[src/rtl/sbias_mac_pkg.sv]
package sbias_mac_pkg;

    localparam int unsigned DEF_XW = 8;
    localparam int unsigned DEF_YW = 8;
    localparam int unsigned DEF_GW = 3;

    // Correction word for sign-bias summation of an xw-by-yw signed array,
    // reduced to rw bits: 2^(xw-1) + 2^(yw-1) - 2^(xw+yw-1)
    function automatic longint unsigned bias_const(int xw, int yw, int rw);
        longint unsigned mask;
        longint unsigned v;
        mask = (64'd1 << rw) - 64'd1;
        v = (64'd1 << (xw - 1)) + (64'd1 << (yw - 1)) - (64'd1 << (xw + yw - 1));
        return v & mask;
    endfunction

endpackage

[src/rtl/sbias_pp_gen.sv]
module sbias_pp_gen #(
    parameter int unsigned XW = 8,
    parameter int unsigned YW = 8,
    parameter int unsigned RW = 19
) (
    input  logic [XW-1:0]          x,
    input  logic [YW-1:0]          y,
    output logic [YW-1:0][RW-1:0]  rows
);

    // One row per Y bit, already shifted to its weight. Bits pairing exactly
    // one sign bit are inverted; the sign-by-sign bit stays true.
    for (genvar i = 0; i < YW; i++) begin : g_row
        for (genvar b = 0; b < RW; b++) begin : g_bit
            if (b >= i && b < i + XW) begin : g_pp
                localparam int J = b - i;
                localparam bit INV = ((i == YW - 1) != (J == XW - 1));
                if (INV) begin : g_inv
                    assign rows[i][b] = ~(x[J] & y[i]);
                end else begin : g_true
                    assign rows[i][b] = x[J] & y[i];
                end
            end else begin : g_zero
                assign rows[i][b] = 1'b0;
            end
        end
    end

endmodule

[src/rtl/sbias_sum_tree.sv]
module sbias_sum_tree #(
    parameter int unsigned                 NROWS = 8,
    parameter int unsigned                 RW    = 19,
    parameter logic [RW-1:0]               BIAS  = '0
) (
    input  logic [NROWS-1:0][RW-1:0] rows,
    input  logic [RW-1:0]            addend,
    output logic [RW-1:0]            sum
);

    localparam int unsigned NLEAF = NROWS + 2;
    localparam int unsigned NLVL  = $clog2(NLEAF);
    localparam int unsigned NPAD  = 1 << NLVL;

    // Binary tree of adders; level 0 holds rows, the bias word and the feedback term.
    logic [NLVL:0][NPAD-1:0][RW-1:0] lvl;

    for (genvar k = 0; k < NPAD; k++) begin : g_leaf
        if (k < NROWS) begin : g_row
            assign lvl[0][k] = rows[k];
        end else if (k == NROWS) begin : g_bias
            assign lvl[0][k] = BIAS;
        end else if (k == NROWS + 1) begin : g_add
            assign lvl[0][k] = addend;
        end else begin : g_pad
            assign lvl[0][k] = '0;
        end
    end

    for (genvar l = 0; l < NLVL; l++) begin : g_lvl
        for (genvar k = 0; k < NPAD; k++) begin : g_node
            if (k < (NPAD >> (l + 1))) begin : g_add
                assign lvl[l+1][k] = lvl[l][2*k] + lvl[l][2*k+1];
            end else begin : g_idle
                assign lvl[l+1][k] = '0;
            end
        end
    end

    assign sum = lvl[NLVL][0];

endmodule

[src/rtl/sbias_mac.sv]
module sbias_mac
    import sbias_mac_pkg::*;
#(
    parameter int unsigned XW = DEF_XW,
    parameter int unsigned YW = DEF_YW,
    parameter int unsigned GW = DEF_GW
) (
    input  logic          clk,
    input  logic          rst_n,
    input  logic          clr_in,
    input  logic          clr_out,
    input  logic          acc_mode,
    input  logic          self_test,
    input  logic [XW-1:0] x_in,
    input  logic [YW-1:0] y_in,
    output logic [XW+YW+GW-1:0] result
);

    localparam int unsigned PW = XW + YW;
    localparam int unsigned RW = PW + GW;
    localparam logic [RW-1:0] BIAS = RW'(bias_const(XW, YW, RW));

    typedef struct packed {
        logic [XW-1:0] x;
        logic [YW-1:0] y;
        logic [RW-1:0] res;
    } mac_state_t;

    mac_state_t st_d, st_q;

    logic [YW-1:0][RW-1:0] rows;
    logic [RW-1:0]         fb_term;
    logic [RW-1:0]         sum;
    logic                  acc_sel;
    logic [YW-1:0]         y_next;

    sbias_pp_gen #(.XW(XW), .YW(YW), .RW(RW)) pp_i (
        .x    (st_q.x),
        .y    (st_q.y),
        .rows (rows)
    );

    sbias_sum_tree #(.NROWS(YW), .RW(RW), .BIAS(BIAS)) tree_i (
        .rows   (rows),
        .addend (fb_term),
        .sum    (sum)
    );

    always_comb begin
        // accumulate select: from the stored result's top bit during self-test
        acc_sel = self_test ? st_q.res[RW-1] : acc_mode;
        fb_term = acc_sel ? st_q.res : '0;

        y_next = y_in;
        if (self_test) begin
            y_next[YW-1] = sum[RW-1];
        end

        st_d     = st_q;
        st_d.x   = clr_in  ? '0 : x_in;
        st_d.y   = clr_in  ? '0 : y_next;
        st_d.res = clr_out ? '0 : sum;
    end

    always_ff @(negedge clk or negedge rst_n) begin
        if (!rst_n) begin
            st_q <= '0;
        end else begin
            st_q <= st_d;
        end
    end

    assign result = st_q.res;

endmodule

[config.mk]
export PLATFORM = sky130hd
export DESIGN_NAME = sbias_mac
export DESIGN_NICKNAME = d
export VERILOG_FILES = /design/src/rtl/sbias_mac_pkg.sv /design/src/rtl/sbias_pp_gen.sv /design/src/rtl/sbias_sum_tree.sv /design/src/rtl/sbias_mac.sv
export SDC_FILE = /design/constraint.sdc
export NUM_CORES = 1
export LEC_CHECK = 0
export BUFFER_PORTS_ARGS = -buffer_cell sky130_fd_sc_hd__buf_2
export CAP_MARGIN = 25
export CELL_PAD_IN_SITES_DETAIL_PLACEMENT = 0
export CELL_PAD_IN_SITES_GLOBAL_PLACEMENT = 1
export CORE_AREA = 2 2 136 138
export CTS_CLUSTER_SIZE = 30
export DETAILED_ROUTE_END_ITERATION = 8
export DIE_AREA = 0 0 138 140
export GPL_ROUTABILITY_DRIVEN = 0
export PLACE_DENSITY = 0.53
export SKIP_LAST_GASP = 1
export SLEW_MARGIN = 20
export SYNTH_ARGS = -nofsm -noshare
export SYNTH_HDL_FRONTEND = slang
export SYNTH_SLANG_ARGS = --single-unit
[constraint.sdc]
create_clock -name clk -period 7.07 [get_ports clk]
set_input_delay 1.0605 -clock clk [delete_from_list [all_inputs] [get_ports clk]]
set_output_delay 1.0605 -clock clk [all_outputs]
set_load 0.01 [all_outputs]
==> impl_metrics.py <==
metrics = {
    "finish": {
        "stdcell_area_mm2": 0.00588,
        "syn_to_final_growth_pct": 33.9,
        "drive_above_1_share_pct": 27.4,
        "final_nets": 731,
        "fillCellCount": 1906,
        "fin_util_pct": 33.1,
        "multiInputGateArea_mm2": 0.00359,
        "stdcell_count": 838,
        "seq_area_um2": 876,
        "antenna_cells": 0,
    },
    "global_routing": {
        "grt_pass1_wl_mm": 20.2,
        "groute.usage.overall_pct": 13.0,
        "antenna_found_initial": 0,
        "grt_pass1_vias": 3978,
        "overflow": 0,
        "grt_max_degree": 36,
    },
    "worst_setup_path": {
        "rr_startpoint": "st_q[27]",
        "rr_endpoint": "result[15]",
        "critPathMaxFanout": 7,
        "crit_start": "self_test",
        "cpPeakStageDelay_ns": 0.56,
        "cp-endpoint": "result[15]",
        "worstSetupEndpointType": "flip-flop",
        "crit_buf_inv": 4,
        "cp.arrival_ns": 4.79,
        "crit_required_ns": 3.69,
        "critPathKind": "in2reg",
        "rrSetupSlack_ns": 1.50,
        "slowest_stage": "fa_2",
        "crit_family": "adder cells",
        "cp_num_cells": 17,
        "r2r_cells": 22,
        "critPathLaunchType": "input pin",
        "crit_chain": "buf_6, mux2_4, buf_6, buf_4, and2_4, fa_2, ha_2, ha_4, ha_4, inv_2, fa_2, nor2b_4, o31a_1, o311a_1, o211a_1, or3_1, and3_1",
    },
    "logic_synthesis": {
        "synth_edf_count": 0,
        "synthCells": 508,
        "synth_ff_type": "dfrtn_1",
        "ys_ff_latch": 35,
        "synth_cell_type_count": 46,
        "ys_warn_count": 0,
        "async_reset_ff_share_pct": 100,
        "ys_seq_area_share_pct": 19.9,
        "synth_area_per_cell_um2": 8.65,
        "netlist_area_mm2": 0.00439,
        "synthesis.nets": 631,
    },
    "clock_tree": {
        "cts_tree": "yes",
        "clk_pin_slew_ns": 0.05,
        "cts_root_buf": "clkbuf_16",
        "ctsHtreeMaxLevel": 2,
        "clock-sinks": 35,
        "numCtsBuffers": 5,
        "clockBufferDepth": 2,
        "clock_latency_ns": 0.31,
    },
    "power": {
        "p_per_area_mw_per_mm2": 375,
        "p_comb_share_pct": 74.5,
        "p_clk_share_pct": 12.2,
        "switching_share_pct": 42.5,
        "power.switching_mw": 0.935,
        "p_int_mw": 1.27,
        "p_leak_nw": 2.95,
        "peakVddDrop_uv": 215,
        "power_frac_seq_pct": 13.3,
    },
    "floorplan": {
        "num_io_pins": 41,
        "die_area_mm2": 0.0193,
        "coreArea_mm2": 0.0178,
        "die_height_um": 140,
        "initial_core_util_pct": 24.7,
        "fp.dieW_um": 138,
        "rows": 49,
    },
    "outcome": {
        "violations": "negative setup slack",
        "outcome": "finished, violations left",
    },
    "sta": {
        "skew_ns": 0.00603,
        "rsz0062_at_grt": "true",
        "setup_slack_ns": -1.10,
        "drv_slew": 0,
        "setup_tns_ns": -11.11,
        "hold_viol": 0,
        "worst_pin_slew_ns": 0.903,
        "fin_hold_ws_ns": 0.674,
        "slew_headroom_pct": 39.8,
        "setup_viol": 16,
    },
    "drt": {
        "ant_nets": 0,
        "first_iter_violations": 106,
        "first_pass_iters": 4,
        "drt-total-wl_mm": 11.8,
        "wire_per_inst_um": 14.0,
        "via_count": 3661,
        "route.detailed.drc": 0,
        "via_per_inst": 4.37,
    },
    "placement": {
        "hpwlAfterDp_mm": 9.62,
        "placed_area_mm2": 0.00530,
        "dp.cells": 816,
        "port_buffers": 40,
    },
    "flow_run": {
        "maxCapViolCount": 0,
    },
    "hold_path": {
        "hp-class": "reg2reg",
    },
}
==> worst min-delay path by stage <==
| stage | start | to | slack [ns] | cells after the start |
|---|---|---|---|---|
| detailed placement | result[0] | result[0] | 0.68 | 3 |
| finish | result[0] | result[0] | 0.67 | 3 |
| floorplan | st_q[27] | result[0] | 0.72 | 3 |
| global route | result[0] | result[0] | 0.77 | 3 |
| CTS | result[0] | result[0] | 0.68 | 3 |
| global placement | result[0] | result[0] | 0.71 | 3 |
==> per-stage QoR <==
stage	setup WS (ns)	total power [mW]
floorplan	-1.11	1.19
global placement	-1.35	1.72
detailed placement	-1.44	1.72
CTS	-1.09	2.13
global route	-1.23	2.43
finish	-1.10	2.20
==> cells by family (layout without fill, tap and decap cells) <==
logic type	count (synthesis)	count (layout)	share of synthesized area, %
AOI/OAI and AO/OA	78	78	11.5
xor gates and xnor gates	30	30	5.98
adders and majority gates	101	101	33.7
buffers and inverters	75	176	6.52
DFF	35	35	19.9
muxes	1	1	0.256
and+or+nand+nor	188	188	22.1
==> cell usage in the layout, fill, tap and decap left out, types with 3 or more instances in the layout <==
cell,instances
buf_6,13
fa_1,26
nand3_2,3
buf_2,39
nand2_1,47
fa_2,3
ha_1,60
nand2b_1,3
a21boi_1,3
a21o_1,8
and2_4,6
inv_2,6
ha_4,11
nor3_1,6
inv_1,62
clkbuf_16,5
o21ai_1,5
a211oi_2,3
xnor2_1,19
o41ai_1,4
xor2_1,10
nand3_1,3
dfrtn_1,35
nor2b_1,23
o21ai_0,14
a21oi_1,13
buf_4,48
a21boi_0,3
nor2_1,31
and2_1,48
o21ai_2,3
==> flip-flops by register name, summed over array words and instances, names as in the netlist <==
| signal | count |
|---|---|
| result | 19 |
| st_q | 16 |
==> per-layer routing <==
layer	track usage [%]	part of all wire [%]
met4	3.49	1.4
met1	17.0	48
met5	0	0
met3	1.16	1.6
met2	23.1	49
==> synthesized netlist by cell type (all sizes together) (2+ instances only) <==
library cell  number  share of area (%)
nand3              7               0.80
and3               2               0.28
a21o              10                1.8
dfrtn             35                 20
o21bai             3               0.51
o21a               2               0.34
a21oi             16                1.8
clkbuf             6               0.54
a21boi             6                1.0
o41ai              4               0.80
xor2              10                2.0
or2                2               0.29
o21ai             24                2.7
and2              54                7.7
nor2              32                2.7
nor3               8               0.91
inv               68                5.8
xnor2             20                4.0
a211oi             4               0.68
nor3b              2               0.34
ha                72                 21
a211o              2               0.40
nor2b             24                3.6
nand2             49                4.2
nand2b             3               0.43
fa                29                 13
==> worst register-to-register path: stages, from the launching register on <==
cell	delay (ns)
dfrtn_1	0.61
and2_1	0.19
ha_1	0.17
inv_1	0.06
fa_1	0.40
nor2b_1	0.12
o21ai_0	0.10
a21oi_1	0.20
o21ai_0	0.12
a21boi_1	0.21
nor2_1	0.10
fa_2	0.58
inv_2	0.04
fa_1	0.47
inv_1	0.05
fa_1	0.52
ha_4	0.21
o21a_1	0.09
o31a_1	0.12
o311a_1	0.38
o211a_1	0.25
or3_1	0.30
and3_1	0.15
==> what timing repair did <==
| action | 4_1_cts | 5_1_grt |
|---|---|---|
| hold buffers | 0 | 0 |
| gates resized for setup | 31 | 31 |
| endpoints found under the setup margin | 16 | 16 |
| pin swaps | 20 | 31 |
| setup buffers | 14 | 5 |
==> layout make-up <==
class | instances | area share [%]
well taps | 229 | 4.87
clock inverters | 3 | 0.809
inverters | 68 | 4.34
repair buffers | 100 | 11.9
multi-input cells | 398 | 61.0
clock buffers | 5 | 2.13
flip-flops and latches | 35 | 14.9
==> power by group through the flow <==
| stage | Combinational [mW] | Clock [mW] | Sequential [mW] |
|---|---|---|---|
| floorplan | 0.896 | 0 | 0.294 |
| detailed placement | 1.43 | 0 | 0.296 |
| global route | 1.85 | 0.284 | 0.300 |
| CTS | 1.56 | 0.276 | 0.294 |
| global placement | 1.43 | 0 | 0.297 |
| finish | 1.64 | 0.269 | 0.292 |
(Power assumes the default switching activity.)
